File: config.mk
export PLATFORM = sky130hd
export DESIGN_NAME = smbus_host_seq
export DESIGN_NICKNAME = d
export VERILOG_FILES = /design/src/rtl/smbus_seq_pkg.sv /design/src/rtl/smbus_pec_crc.sv /design/src/rtl/smbus_rx_buf.sv /design/src/rtl/smbus_host_seq.sv
export SDC_FILE = /design/constraint.sdc
export NUM_CORES = 1
export LEC_CHECK = 0
export ABC_AREA = 0
export BUFFER_PORTS_ARGS = -buffer_cell sky130_fd_sc_hd__buf_2
export CORE_ASPECT_RATIO = 0.9
export CORE_MARGIN = 4
export CORE_UTILIZATION = 50
export CTS_CLUSTER_DIAMETER = 50
export DETAILED_ROUTE_END_ITERATION = 12
export PLACE_DENSITY = 0.68
export SLEW_MARGIN = 20
export SYNTH_ARGS = -nofsm -noshare
export SYNTH_HDL_FRONTEND = slang
export SYNTH_SLANG_ARGS = --single-unit
File: constraint.sdc
create_clock -name clk -period 2.77 [get_ports clk]
set_input_delay 0.1385 -clock clk [delete_from_list [all_inputs] [get_ports clk]]
set_output_delay 0.1385 -clock clk [all_outputs]
set_load 0.01 [all_outputs]
File: src/rtl/smbus_seq_pkg.sv
package smbus_seq_pkg;

  localparam logic [3:0] OP_QUICK = 4'd0;
  localparam logic [3:0] OP_SEND  = 4'd1;
  localparam logic [3:0] OP_RECV  = 4'd2;
  localparam logic [3:0] OP_WRB   = 4'd3;
  localparam logic [3:0] OP_RDB   = 4'd4;
  localparam logic [3:0] OP_WRW   = 4'd5;
  localparam logic [3:0] OP_RDW   = 4'd6;
  localparam logic [3:0] OP_PCALL = 4'd7;
  localparam logic [3:0] OP_BWR   = 4'd8;
  localparam logic [3:0] OP_BRD   = 4'd9;

  localparam logic [2:0] K_START  = 3'd0;
  localparam logic [2:0] K_RSTART = 3'd1;
  localparam logic [2:0] K_STOP   = 3'd2;
  localparam logic [2:0] K_WRITE  = 3'd3;
  localparam logic [2:0] K_READ   = 3'd4;

  localparam logic [2:0] STS_OK    = 3'd0;
  localparam logic [2:0] STS_NACK  = 3'd1;
  localparam logic [2:0] STS_COUNT = 3'd2;
  localparam logic [2:0] STS_PEC   = 3'd3;
  localparam logic [2:0] STS_BAD   = 3'd4;

  // CRC-8, x^8+x^2+x+1, one data bit per step, MSB first
  function automatic logic [7:0] crc8_next(input logic [7:0] c, input logic [7:0] d);
    logic [7:0] r;
    logic       fb;
    r = c;
    for (int i = 7; i >= 0; i--) begin
      fb = r[7] ^ d[i];
      r  = {r[6:0], 1'b0} ^ (fb ? 8'h07 : 8'h00);
    end
    return r;
  endfunction

  function automatic logic op_known(input logic [3:0] op);
    return op <= OP_BRD;
  endfunction

  // operations that turn around after the command byte
  function automatic logic op_turns(input logic [3:0] op);
    return (op == OP_RDB) || (op == OP_RDW) || (op == OP_BRD) || (op == OP_PCALL);
  endfunction

  function automatic logic [7:0] op_write_len(input logic [3:0] op, input logic [7:0] cnt);
    case (op)
      OP_SEND, OP_WRB:  return 8'd1;
      OP_WRW, OP_PCALL: return 8'd2;
      OP_BWR:           return cnt;
      default:          return 8'd0;
    endcase
  endfunction

  function automatic logic [7:0] op_read_len(input logic [3:0] op);
    case (op)
      OP_RECV, OP_RDB:  return 8'd1;
      OP_RDW, OP_PCALL: return 8'd2;
      default:          return 8'd0;
    endcase
  endfunction

endpackage

File: src/rtl/smbus_pec_crc.sv
module smbus_pec_crc
  import smbus_seq_pkg::*;
(
  input  logic       clk,
  input  logic       rst_n,
  input  logic       clr,
  input  logic       upd,
  input  logic [7:0] din,
  output logic [7:0] crc
);
  always_ff @(posedge clk or negedge rst_n) begin
    if (!rst_n)   crc <= 8'h00;
    else if (clr) crc <= 8'h00;
    else if (upd) crc <= crc8_next(crc, din);
  end


  crc_clear_chk: assert property (@(posedge clk) disable iff (!rst_n)
    clr |=> (crc == 8'h00));
endmodule

File: src/rtl/smbus_rx_buf.sv
module smbus_rx_buf #(
  parameter int DEPTH = 32,
  localparam int AW = $clog2(DEPTH)
) (
  input  logic          clk,
  input  logic          we,
  input  logic [AW-1:0] waddr,
  input  logic [7:0]    wdata,
  input  logic [AW-1:0] raddr,
  output logic [7:0]    rdata
);
  logic [7:0] mem [DEPTH];

  always_ff @(posedge clk) begin
    if (we) mem[waddr] <= wdata;
  end

  assign rdata = mem[raddr];
endmodule

File: src/rtl/smbus_host_seq.sv
module smbus_host_seq
  import smbus_seq_pkg::*;
#(
  parameter int BLK_MAX = 32,
  localparam int IDX_W = $clog2(BLK_MAX)
) (
  input  logic             clk,
  input  logic             rst_n,
  input  logic             req_start,
  input  logic [3:0]       req_op,
  input  logic [6:0]       req_addr,
  input  logic [7:0]       req_cmd,
  input  logic [7:0]       req_count,
  input  logic             req_pec,
  output logic [IDX_W-1:0] wr_idx,
  input  logic [7:0]       wr_byte,
  output logic             busy,
  output logic             done,
  output logic [2:0]       status,
  output logic [7:0]       rx_count,
  input  logic [IDX_W-1:0] rd_sel,
  output logic [7:0]       rd_byte,
  output logic             eng_valid,
  output logic [2:0]       eng_kind,
  output logic [7:0]       eng_wbyte,
  output logic             eng_rnack,
  input  logic             eng_done,
  input  logic             eng_ack,
  input  logic [7:0]       eng_rbyte
);
  localparam logic [7:0] MAXB = 8'(BLK_MAX);

  typedef enum logic [3:0] {
    S_IDLE, S_START, S_ADDR, S_CMD, S_WCNT, S_WDAT, S_WPEC,
    S_RST, S_RCNT, S_RDAT, S_RPEC, S_DRAIN, S_STOP, S_FIN
  } state_e;

  state_e            state;
  logic              pend;
  logic [3:0]        op_q;
  logic [6:0]        addr_q;
  logic [7:0]        cmd_q;
  logic [7:0]        cnt_q;
  logic              pec_q;
  logic              turned;
  logic [7:0]        len_q;
  logic [IDX_W-1:0]  idx_q;
  logic [7:0]        tx_q;
  logic [2:0]        sts_q;
  logic [7:0]        rxc_q;
  logic [7:0]        crc;

  // named events for assertions and datapath
  logic       accept, req_ok, fire, wr_state, wnack_ev, bad_cnt_ev, last_byte;
  logic       dir_bit, crc_upd, crc_clr;
  logic [7:0] crc_din, idx_ext;

  assign idx_ext   = 8'(idx_q);
  assign last_byte = (idx_ext == len_q - 8'd1);
  assign accept    = (state == S_IDLE) && req_start;
  assign req_ok    = op_known(req_op) &&
                     !((req_op == OP_BWR) && ((req_count == 8'd0) || (req_count > MAXB)));
  assign fire      = pend && eng_done;
  assign wr_state  = (state == S_ADDR) || (state == S_CMD) || (state == S_WCNT) ||
                     (state == S_WDAT) || (state == S_WPEC);
  assign wnack_ev  = fire && wr_state && !eng_ack;
  assign bad_cnt_ev = fire && (state == S_RCNT) &&
                      ((eng_rbyte == 8'd0) || (eng_rbyte > MAXB));
  assign dir_bit   = (op_q == OP_QUICK) ? cmd_q[0] : (turned || (op_q == OP_RECV));

  assign crc_clr = accept;
  assign crc_upd = fire && (((state == S_ADDR) || (state == S_CMD) || (state == S_WCNT) ||
                             (state == S_WDAT)) || (state == S_RCNT) || (state == S_RDAT));
  assign crc_din = ((state == S_RCNT) || (state == S_RDAT)) ? eng_rbyte : tx_q;

  // engine command decode
  assign eng_valid = !pend && (state != S_IDLE) && (state != S_FIN);
  always_comb begin
    eng_kind  = K_WRITE;
    eng_wbyte = 8'h00;
    eng_rnack = 1'b0;
    case (state)
      S_START: eng_kind = K_START;
      S_RST:   eng_kind = K_RSTART;
      S_STOP:  eng_kind = K_STOP;
      S_ADDR:  eng_wbyte = {addr_q, dir_bit};
      S_CMD:   eng_wbyte = cmd_q;
      S_WCNT:  eng_wbyte = cnt_q;
      S_WDAT:  eng_wbyte = wr_byte;
      S_WPEC:  eng_wbyte = crc;
      S_RCNT:  eng_kind = K_READ;
      S_RDAT:  begin eng_kind = K_READ; eng_rnack = last_byte && !pec_q; end
      S_RPEC, S_DRAIN: begin eng_kind = K_READ; eng_rnack = 1'b1; end
      default: ;
    endcase
  end

  always_ff @(posedge clk or negedge rst_n) begin
    if (!rst_n) begin
      state <= S_IDLE; pend <= 1'b0; op_q <= '0; addr_q <= '0; cmd_q <= '0;
      cnt_q <= '0; pec_q <= 1'b0; turned <= 1'b0; len_q <= '0; idx_q <= '0;
      tx_q <= '0; sts_q <= STS_OK; rxc_q <= '0;
    end else begin
      if (eng_valid) begin
        pend <= 1'b1;
        tx_q <= eng_wbyte;
      end
      case (state)
        S_IDLE: if (req_start) begin
          op_q <= req_op; addr_q <= req_addr; cmd_q <= req_cmd; cnt_q <= req_count;
          pec_q <= req_pec; turned <= 1'b0; idx_q <= '0; rxc_q <= '0;
          len_q <= op_write_len(req_op, req_count);
          sts_q <= req_ok ? STS_OK : STS_BAD;
          state <= req_ok ? S_START : S_FIN;
        end
        S_FIN: state <= S_IDLE;
        default: if (fire) begin
          pend <= 1'b0;
          if (wnack_ev) begin
            sts_q <= STS_NACK;
            state <= S_STOP;
          end else begin
            case (state)
              S_START: state <= S_ADDR;
              S_ADDR: begin
                if (op_q == OP_QUICK) state <= S_STOP;
                else if (dir_bit) begin
                  if (op_q == OP_BRD) state <= S_RCNT;
                  else begin
                    len_q <= op_read_len(op_q); rxc_q <= op_read_len(op_q);
                    idx_q <= '0; state <= S_RDAT;
                  end
                end
                else if (op_q == OP_SEND) state <= S_WDAT;
                else state <= S_CMD;
              end
              S_CMD: begin
                if (op_q == OP_BWR) state <= S_WCNT;
                else if ((op_q == OP_WRB) || (op_q == OP_WRW) || (op_q == OP_PCALL)) state <= S_WDAT;
                else state <= S_RST;
              end
              S_WCNT: state <= S_WDAT;
              S_WDAT: begin
                if (last_byte) begin
                  idx_q <= '0;
                  if (op_q == OP_PCALL) state <= S_RST;
                  else state <= pec_q ? S_WPEC : S_STOP;
                end else idx_q <= idx_q + 1'b1;
              end
              S_WPEC: state <= S_STOP;
              S_RST: begin turned <= 1'b1; state <= S_ADDR; end
              S_RCNT: begin
                rxc_q <= eng_rbyte;
                if (bad_cnt_ev) begin sts_q <= STS_COUNT; state <= S_DRAIN; end
                else begin len_q <= eng_rbyte; idx_q <= '0; state <= S_RDAT; end
              end
              S_RDAT: begin
                if (last_byte) state <= pec_q ? S_RPEC : S_STOP;
                else idx_q <= idx_q + 1'b1;
              end
              S_RPEC: begin
                if (eng_rbyte != crc) sts_q <= STS_PEC;
                state <= S_STOP;
              end
              S_DRAIN: state <= S_STOP;
              S_STOP:  state <= S_FIN;
              default: state <= S_IDLE;
            endcase
          end
        end
      endcase
    end
  end

  assign busy     = (state != S_IDLE);
  assign done     = (state == S_FIN);
  assign status   = sts_q;
  assign rx_count = rxc_q;
  assign wr_idx   = idx_q;

  smbus_pec_crc u_crc (
    .clk(clk), .rst_n(rst_n), .clr(crc_clr), .upd(crc_upd), .din(crc_din), .crc(crc)
  );

  smbus_rx_buf #(.DEPTH(BLK_MAX)) u_rxbuf (
    .clk(clk), .we(fire && (state == S_RDAT)), .waddr(idx_q), .wdata(eng_rbyte),
    .raddr(rd_sel), .rdata(rd_byte)
  );


  eng_one_shot_chk: assert property (@(posedge clk) disable iff (!rst_n)
    eng_valid |=> !eng_valid);

  done_pulse_chk: assert property (@(posedge clk) disable iff (!rst_n)
    done |=> (!done && !busy));

  nack_stop_chk: assert property (@(posedge clk) disable iff (!rst_n)
    wnack_ev |=> (eng_valid && (eng_kind == K_STOP)));

  bad_count_chk: assert property (@(posedge clk) disable iff (!rst_n)
    bad_cnt_ev |=> (eng_valid && (eng_kind == K_READ) && eng_rnack));

  idx_bound_chk: assert property (@(posedge clk) disable iff (!rst_n)
    (state == S_RDAT) |-> (idx_ext < len_q));
endmodule

==> flow_metrics.env, run 1 <==
export IMPL_drv_cap=0
export IMPL_grt_first_pass_wirelength_um=53900
export IMPL_powerDensity_mw_per_mm2=861
export IMPL_rsz0062_at_grt="no"
export IMPL_drtIter0Drc=750
export IMPL_post_dp_hpwl_um=22700
export IMPL_clkTransAtPathRegs_ns=0.06
export IMPL_place_port_buffers=92
export IMPL_final_common_cell="edfxtp_1"
export IMPL_cp_end_kind="primary output"
export IMPL_period_needed_ns=2.67
export IMPL_clockRootBuffer="clkbuf_16"
export IMPL_start_util_pct=50.7
export IMPL_max_freq_ghz=0.375
export IMPL_clockBufferDepth=3
export IMPL_tightestPinTransition_ns=0.978
export IMPL_setup_tns_ns=0
export IMPL_cts_buffers_inserted=36
export IMPL_htree_levels=2
export IMPL_antenna_found_initial=3
export IMPL_power_w=0.0149
export IMPL_grt_max_degree=75
export IMPL_antennaDiodeCount=0
export IMPL_syn_area_mm2=0.0146
export IMPL_dr_total_vias=8752
export IMPL_die_w_um=188
export IMPL_num_rows=59
export IMPL_cp_arrival_ns=2.53
export IMPL_fin_crit_sh_pct=96.2
export IMPL_pin_count=93
export IMPL_ys_warn_count=0
export IMPL_grt_usage_pct=22.0
export IMPL_clkLatencyLatePin_ns=0.52
export IMPL_synth_seq_cells=330
export IMPL_finalWeightedCongestion=0.898
export IMPL_hold_ws_ns=0.0365
export IMPL_hold_viol_final=0
export IMPL_startpoint_type="register"
export IMPL_status="completed"
export IMPL_setup_violations_final=0
export IMPL_cts_tree="built"
export IMPL_seq_area_frac_synth_pct=65.2
export IMPL_wl_per_cell_um=23.1
export IMPL_yosysTopAreaCellShare_pct=52.6
export IMPL_routed_via_density=5.83
export IMPL_grt_overflow_total=0
export IMPL_crit_required_ns=2.63
export IMPL_async_flop_share_pct=22.4
export IMPL_route_detailed_drc=0
export IMPL_layout_common_cells="256 x edfxtp_1, 90 x buf_2, 80 x mux4_2"
export IMPL_die_h_um=170
export IMPL_path_max_fanout=13
export IMPL_area_growth_pct=18.5
export IMPL_skew_ns=0.0182
export IMPL_hold_path_class="input pin to register"
export IMPL_dieArea_mm2=0.0321
export IMPL_worst_setup_path_type="register to primary output"
export IMPL_yosys_area_top_type="edfxtp_1"
export IMPL_syn_nets=963
export IMPL_final_antenna_net_count=0
export IMPL_drive_above_1_share_pct=33.6
export IMPL_layout_nets=1145
export IMPL_synth_area_leaders="edfxtp_1 53%, dfrtp_1 13%, mux4_2 12%, mux2_2 3.9%, nor2_1 1.6%"
export IMPL_netlist_instances=904
export IMPL_clock_sinks=330
export IMPL_wl_um=34700
export IMPL_p_leak_nw=6.25
export IMPL_firstDrtPassIters=7
export IMPL_ys_types=63
export IMPL_maxSlewHeadroom_pct=34.8
export IMPL_avgSynthCellArea_um2=16.2
export IMPL_yosys_most_used_dff="edfxtp_1"
export IMPL_slew_violations=0
export IMPL_synth_edf_count=256
export IMPL_grt_pass1_vias=8779
export IMPL_vdd_drop_max_v=0.000696
export IMPL_core_area_mm2=0.0289
-- critical path: stages, from the launching register on --
cell and delay (ns):
dfrtp_1 0.54, buf_4 0.25, nor4b_2 0.48, buf_4 0.25, nand2_1 0.06, o21ai_0 0.09
a221o_1 0.19, buf_2 0.15
-- repair_timing --
action / in CTS / in global routing
buffers inserted: 1 / 0
hold buffers: 30 / 0
endpoints found under the setup margin: 9 / 10
endpoints found under the hold margin: 103 / 0
gates resized for setup: 2 / 3
pin swaps: 1 / 2
-- synth_stat cells, types with 2 or more instances --
library cell,count
buf_4,4
or3b_2,2
a21o_1,2
xor2_1,18
and3_1,2
or4_1,2
nor3_1,11
inv_1,7
o2bb2ai_1,2
clkbuf_1,26
nand3_1,18
nand3b_1,4
xnor2_1,25
mux2i_1,21
or3_1,2
a31oi_1,5
dfrtp_1,74
a211oi_1,2
buf_2,17
a221o_1,7
nand2_1,55
nand4_1,3
buf_6,3
a21oi_1,17
a221oi_1,2
nor2b_1,8
ha_1,5
o31ai_1,4
buf_1,3
nor3b_1,2
a22o_1,5
o21ai_1,3
o21ai_0,42
mux2_2,51
mux4_2,80
nor2_1,63
or2_2,3
mux2_4,8
edfxtp_1,256
nor4_1,6
nand2b_1,12
-- where the power goes --
part | switching [W] | leakage [nW] | internal (W)
clock network | 0.00184 | 0.511 | 0.00253
logic | 0.00225 | 2.50 | 0.00201
registers | 0.000489 | 3.24 | 0.00581
-- layout make-up --
class	count	area, um2
clock buffer	43	948
clock inverter	14	110
fill	2139	11500
inverter	8	30.0
multi-input combinational	513	4820
sequential	330	9540
tap	396	495
timing repair buffer	197	1380
-- layer usage --
| metal | track usage [%] | share of wire (%) | up-vias |
|---|---|---|---|
| li1 | - | - | 3890 |
| met1 | 32.2 | 42 | 4414 |
| met2 | 34.9 | 48 | 393 |
| met3 | 4.08 | 7.9 | 51 |
| met4 | 5.11 | 2.0 | 4 |
| met5 | 0 | 0.043 | - |
-- registers in the layout, indices dropped and copies added, names as in the netlist --
name         flops
op_q             4
turned           1
rx_count         8
tx_q             8
u_rxbuf.mem    256
u_crc.crc        8
wr_idx           5
status           3
state            4
pec_q            1
cnt_q            8
len_q            8
pend             1
addr_q           7
cmd_q            8
-- kinds of logic (layout without fill, tap and decap cells) --
| kind of cell | count (synthesis) | count (layout) | share of synthesized area, % |
|---|---|---|---|
| flip-flops | 330 | 330 | 65.2 |
| XOR/XNOR | 44 | 44 | 2.69 |
| multiplexers | 160 | 160 | 18.5 |
| AO/OA/AOI/OAI | 104 | 104 | 4.53 |
| AND/OR/NAND/NOR | 200 | 200 | 6.66 |
| adder cells (fa/ha/maj) | 5 | 5 | 0.428 |
| buffers and inverters | 61 | 262 | 1.97 |
-- stage by stage --
| stage | utilization (%) | instance area [um2] | setup slack [ns] | std cells |
|---|---|---|---|---|
| 4_1_cts | 60.0 | 17300 | 0.0231 | 1501 |
| 5_1_grt | 60.0 | 17300 | 0.0223 | 1501 |
| 3_3_place_gp | 55.2 | 15900 | 0.366 | 1413 |
| 6_report | 60.0 | 17300 | 0.105 | 1501 |
| 2_1_floorplan | - | 14600 | 0.568 | 904 |
| 3_5_place_dp | 55.2 | 15900 | 0.315 | 1413 |
-- path summary, 6_finish.rpt --
kind	from	to	slack (ns)	cells past startpoint
worst max-delay path	state[0]	eng_wbyte[5]	0.10	7
worst min-delay path	eng_rbyte[0]	u_rxbuf.mem[27][0]	0.04	1
worst max register to register	state[1]	len_q[1]	0.30	8
worst min register to register	rx_count[1]	rx_count[1]	0.47	2
max in group asynchronous	rst_n	state[3]	1.74	2
min in group asynchronous	rst_n	cmd_q[5]	0.34	2
No activity file was read; power rests on OpenSTA's default activity.
==> run 2, diff against run 1 <==
--- a/config.mk
+++ b/config.mk
@@ -12,6 +12,7 @@
 export CORE_UTILIZATION = 50
 export CTS_CLUSTER_DIAMETER = 50
 export DETAILED_ROUTE_END_ITERATION = 12
+export HOLD_SLACK_MARGIN = 0.12
 export PLACE_DENSITY = 0.68
 export SLEW_MARGIN = 20
 export SYNTH_ARGS = -nofsm -noshare
==> flow_metrics.env, run 2 (synthesized netlist as in run 1, its figures left out) <==
export IMPL_core_area_mm2=0.0289
export IMPL_power_w=0.0149
export IMPL_powerDensity_mw_per_mm2=856
export IMPL_layout_nets=1158
export IMPL_max_freq_ghz=0.369
export IMPL_pin_count=93
export IMPL_setup_tns_ns=0
export IMPL_place_port_buffers=92
export IMPL_grt_overflow_total=0
export IMPL_tightestPinTransition_ns=0.968
export IMPL_route_detailed_drc=0
export IMPL_startpoint_type="register"
export IMPL_clkTransAtPathRegs_ns=0.05
export IMPL_area_growth_pct=19.3
export IMPL_fin_ws_ns=0.0623
export IMPL_crit_required_ns=2.63
export IMPL_clockRootBuffer="clkbuf_16"
export IMPL_die_w_um=188
export IMPL_vdd_drop_max_v=0.000694
export IMPL_pre_cts_ws_ns=0.315
export IMPL_worstHoldStart="eng_done"
export IMPL_rsz0062_at_grt="no"
export IMPL_reg2regPathDepth=8
export IMPL_finish_utilization_pct=60.5
export IMPL_cts_buffers_inserted=36
export IMPL_grt_first_pass_wirelength_um=54400
export IMPL_hold_viol_final=0
export IMPL_setup_violations_final=0
export IMPL_num_rows=59
export IMPL_path_max_fanout=13
export IMPL_fill_cells=2133
export IMPL_drtIter0Drc=815
export IMPL_largest_register="u_rxbuf.mem"
export IMPL_final_antenna_net_count=0
export IMPL_worst_setup_path_type="register to primary output"
export IMPL_drv_cap=0
export IMPL_die_h_um=170
export IMPL_period_needed_ns=2.71
export IMPL_dr_total_vias=8760
export IMPL_cp_arrival_ns=2.57
export IMPL_slew_violations=0
export IMPL_fin_crit_sh_pct=97.7
export IMPL_htree_levels=2
export IMPL_status="completed"
export IMPL_clkLatencyLatePin_ns=0.52
export IMPL_post_dp_hpwl_um=22700
export IMPL_finalWeightedCongestion=0.898
export IMPL_final_common_cell="edfxtp_1"
export IMPL_firstDrtPassIters=5
export IMPL_maxSlewHeadroom_pct=35.5
export IMPL_clock_sinks=330
export IMPL_wl_per_cell_um=23.1
export IMPL_p_leak_nw=6.31
export IMPL_cts_tree="built"
export IMPL_routed_via_density=5.79
export IMPL_wl_um=34900
export IMPL_r2r_end="len_q[1]"
export IMPL_largest_reg_flops=256
export IMPL_whs_endpoint="pend"
export IMPL_hold_path_depth=4
export IMPL_reg2reg_from="state[1]"
export IMPL_drive_above_1_share_pct=33.2
export IMPL_layout_common_cells="256 x edfxtp_1, 90 x buf_2, 80 x mux4_2"
export IMPL_reg2reg_slack_ns=0.29
export IMPL_dieArea_mm2=0.0321
export IMPL_start_util_pct=50.7
export IMPL_hold_path_class="input pin to register"
export IMPL_skew_ns=0.0178
export IMPL_grt_pass1_vias=8806
export IMPL_clockBufferDepth=3
export IMPL_grt_max_degree=75
export IMPL_antenna_found_initial=3
export IMPL_grt_usage_pct=22.2
export IMPL_cp_end_kind="primary output"
export IMPL_hold_ws_ns=0.189
export IMPL_antennaDiodeCount=0
[run 2: cell types whose count changed in the layout (fill, tap and decap cells not counted), sizes merged]
cell and change:
dlygate4sd3 +13
[run 2: worst max-delay path by stage]
stage,startpoint,end,slack [ns],depth (start not counted)
global route,state[0],eng_wbyte[0],0.02,5
detailed placement,state[1],len_q[1],0.32,8
global placement,state[1],len_q[3],0.37,8
CTS,len_q[0],eng_rnack,0.02,9
finish,state[0],eng_wbyte[0],0.06,5
floorplan,op_q[0],len_q[0],0.57,10
[run 2: critical path: stages (launching register included)]
cell and delay, ns:
dfrtp_1 0.54, buf_4 0.25, nor4b_2 0.49, o21ai_0 0.24
o21ai_0 0.33, buf_2 0.20
[run 2: per-stage QoR]
stage	instances	instance area (um2)
global route	1514	17500
global placement	1413	15900
CTS	1514	17400
finish	1514	17500
detailed placement	1413	15900
floorplan	904	14600
[run 2: final cells by class]
class | count | area, um2 | area share [%]
Multi-Input combinational cell | 513 | 4820 | 27.6
Sequential cell | 330 | 9540 | 54.7
Clock buffer | 43 | 948 | 5.43
Tap cell | 396 | 495 | 2.84
Timing Repair Buffer | 210 | 1510 | 8.65
Clock inverter | 14 | 110 | 0.631
Inverter | 8 | 30.0 | 0.172
[run 2: what timing repair did]
action / 4_1_cts / 5_1_grt
buffers inserted: 1 / 0
endpoints found under the hold margin: 155 / 0
setup endpoints to repair: 9 / 10
pin swaps: 1 / 2
hold buffers: 43 / 0
gates resized for setup: 2 / 3
cloned: 0 / 0
[run 2: metal layers]
layer | GRT usage (%) | part of all wire [%] | vias up
met5 | 0 | 0.060 | -
met4 | 5.33 | 2.2 | 4
met3 | 4.00 | 7.9 | 57
met2 | 35.0 | 47 | 374
met1 | 32.7 | 42 | 4409
li1 | - | - | 3916
[run 2: report_power, final]
part	switching, W	internal [W]	total, W
combinational	0.00225	0.00202	0.00427
clock	0.00184	0.00253	0.00437
sequential	0.000492	0.00581	0.00630
total	0.00458	0.0104	0.0149
==> run 3, diff against run 2 <==
--- a/config.mk
+++ b/config.mk
@@ -6,7 +6,7 @@
 export NUM_CORES = 1
 export LEC_CHECK = 0
 export ABC_AREA = 0
-export BUFFER_PORTS_ARGS = -buffer_cell sky130_fd_sc_hd__buf_2
+export BUFFER_PORTS_ARGS = -buffer_cell sky130_fd_sc_hd__clkbuf_2
 export CORE_ASPECT_RATIO = 0.9
 export CORE_MARGIN = 4
 export CORE_UTILIZATION = 50
@@ -14,7 +14,6 @@
 export DETAILED_ROUTE_END_ITERATION = 12
 export HOLD_SLACK_MARGIN = 0.12
 export PLACE_DENSITY = 0.68
-export SLEW_MARGIN = 20
 export SYNTH_ARGS = -nofsm -noshare
 export SYNTH_HDL_FRONTEND = slang
 export SYNTH_SLANG_ARGS = --single-unit
==> constraint.sdc (replaced) <==
create_clock -name clk -period 2.7 [get_ports clk]
set_input_delay 0.135 -clock clk [delete_from_list [all_inputs] [get_ports clk]]
set_output_delay 0.135 -clock clk [all_outputs]
set_load 0.01 [all_outputs]
==> flow_metrics.env, run 3 (synthesized netlist as in run 1, its figures left out) <==
export IMPL_vdd_drop_max_v=0.000663
export IMPL_tightestPinTransition_ns=0.967
export IMPL_final_antenna_net_count=0
export IMPL_setup_tns_ns=0
export IMPL_cts_tree="built"
export IMPL_wl_per_cell_um=22.8
export IMPL_cp_end_kind="primary output"
export IMPL_skew_ns=0.0297
export IMPL_clockRootBuffer="clkbuf_16"
export IMPL_die_h_um=170
export IMPL_cp_arrival_ns=2.51
export IMPL_area_growth_pct=20.6
export IMPL_slew_violations=0
export IMPL_grt_overflow_total=0
export IMPL_period_needed_ns=2.65
export IMPL_powerDensity_mw_per_mm2=897
export IMPL_finalWeightedCongestion=0.910
export IMPL_clock_sinks=330
export IMPL_core_area_mm2=0.0289
export IMPL_dieArea_mm2=0.0321
export IMPL_layout_nets=1161
export IMPL_grt_util_met3_pct=3.18
export IMPL_post_dp_hpwl_um=22600
export IMPL_clkLatencyLatePin_ns=0.54
export IMPL_grt_pass1_vias=8825
export IMPL_antenna_found_initial=0
export IMPL_startpoint_type="register"
export IMPL_hold_path_class="input pin to register"
export IMPL_place_port_buffers=92
export IMPL_firstDrtPassIters=5
export IMPL_antennaDiodeCount=0
export IMPL_layout_common_cells="256 x edfxtp_1, 89 x clkbuf_2, 80 x mux4_2"
export IMPL_placedInstanceArea_mm2=0.0160
export IMPL_crit_required_ns=2.57
export IMPL_rsz0062_at_grt="yes"
export IMPL_postLayoutCellArea_mm2=0.0176
export IMPL_grt_usage_pct=22.1
export IMPL_drive_above_1_share_pct=33.9
export IMPL_use_met1_pct=32.6
export IMPL_start_util_pct=50.7
export IMPL_route_detailed_drc=0
export IMPL_busiest_layer="met2"
export IMPL_pin_count=93
export IMPL_maxSlewHeadroom_pct=35.5
export IMPL_cts_buffers_inserted=38
export IMPL_fill_cells=2147
export IMPL_clockBufferDepth=3
export IMPL_grt_max_degree=75
export IMPL_pre_cts_ws_ns=0.277
export IMPL_num_rows=59
export IMPL_drtIter0Drc=843
export IMPL_setup_violations_final=0
export IMPL_largest_register="u_rxbuf.mem"
export IMPL_path_max_fanout=4
export IMPL_die_w_um=188
export IMPL_grt_first_pass_wirelength_um=54100
export IMPL_final_common_cell="edfxtp_1"
export IMPL_clkTransAtPathRegs_ns=0.06
export IMPL_grt_use_met2_pct=35.3
export IMPL_wl_um=34900
export IMPL_drv_cap=0
export IMPL_fin_ws_ns=0.0537
export IMPL_dr_total_vias=8822
export IMPL_fin_crit_sh_pct=98.0
export IMPL_max_freq_ghz=0.378
export IMPL_p_leak_nw=6.40
export IMPL_status="completed"
export IMPL_hold_viol_final=0
export IMPL_htree_levels=2
export IMPL_largest_reg_flops=256
export IMPL_routed_via_density=5.78
export IMPL_worst_setup_path_type="register to primary output"
[run 3: changes by cell type in the layout (fill, tap and decap cells not counted), sizes merged]
cell         previous run  this run
clkbuf                 43       136
clkinvlp                3         2
bufinv                  1         3
clkinv                  9        17
dlygate4sd3            43        39
buf                   167        83
inv                     9         8
[run 3: path summary, 6_finish.rpt]
path / from / endpoint / slack [ns] / cells after the start
max: len_q[0] / eng_rnack / 0.05 / 9
max reg2reg: op_q[0] / len_q[0] / 0.27 / 7
max in group asynchronous: rst_n / state[1] / 1.68 / 2
min: eng_rbyte[7] / u_rxbuf.mem[25][7] / 0.15 / 1
min in group asynchronous: rst_n / cmd_q[3] / 0.32 / 2
min reg2reg: rx_count[3] / rx_count[3] / 0.49 / 2
[run 3: repair_timing]
action,in CTS,in global routing
hold buffers,39,0
endpoints found under the hold margin,133,0
pin swaps,2,2
gates cloned,0,0
setup endpoints to repair,1,10
resized for setup,2,4
buffers inserted,1,1
[run 3: routing by layer]
metal  routed length (um)  part of all wire, %
met2                16600                   48
met1                15000                   43
met5                    0                    0
met4                  721                  2.1
met3                 2500                  7.2
[run 3: per-stage QoR]
step	hold WS [ns]	instances	total power, W	utilization (%)
final	0.150	1527	0.0158	61.1
after global routing	0.145	1527	0.0166	61.1
after CTS	0.130	1526	0.0159	61.1
after detailed placement	0.349	1417	0.0108	55.4
after global placement	0.347	1417	0.0108	55.4
after floorplan	-0.161	904	0.00956	-
[run 3: power breakdown]
part	switching (W)	internal [W]	total, W
clock	0.00201	0.00300	0.00501
sequential	0.000473	0.00596	0.00643
combinational	0.00229	0.00209	0.00438
total	0.00478	0.0110	0.0158
[run 3: final cells by class]
cell class,instances,area [um2],share of cell area [%]
Clock inverter,22,210,1.19
Multi-Input combinational cell,513,4820,27.3
Sequential cell,330,9540,54.1
Inverter,8,30.0,0.170
Tap cell,396,495,2.81
Clock buffer,47,1030,5.82
Timing Repair Buffer,211,1520,8.61
[run 3: critical path: stages (launching register included)]
cell and delay [ns]:
dfrtp_1 0.41, inv_1 0.08, ha_1 0.19, nand2b_1 0.10
nor4_2 0.17, xor2_1 0.12, nor4_2 0.37, nand3_1 0.18
o31ai_2 0.22, buf_2 0.17
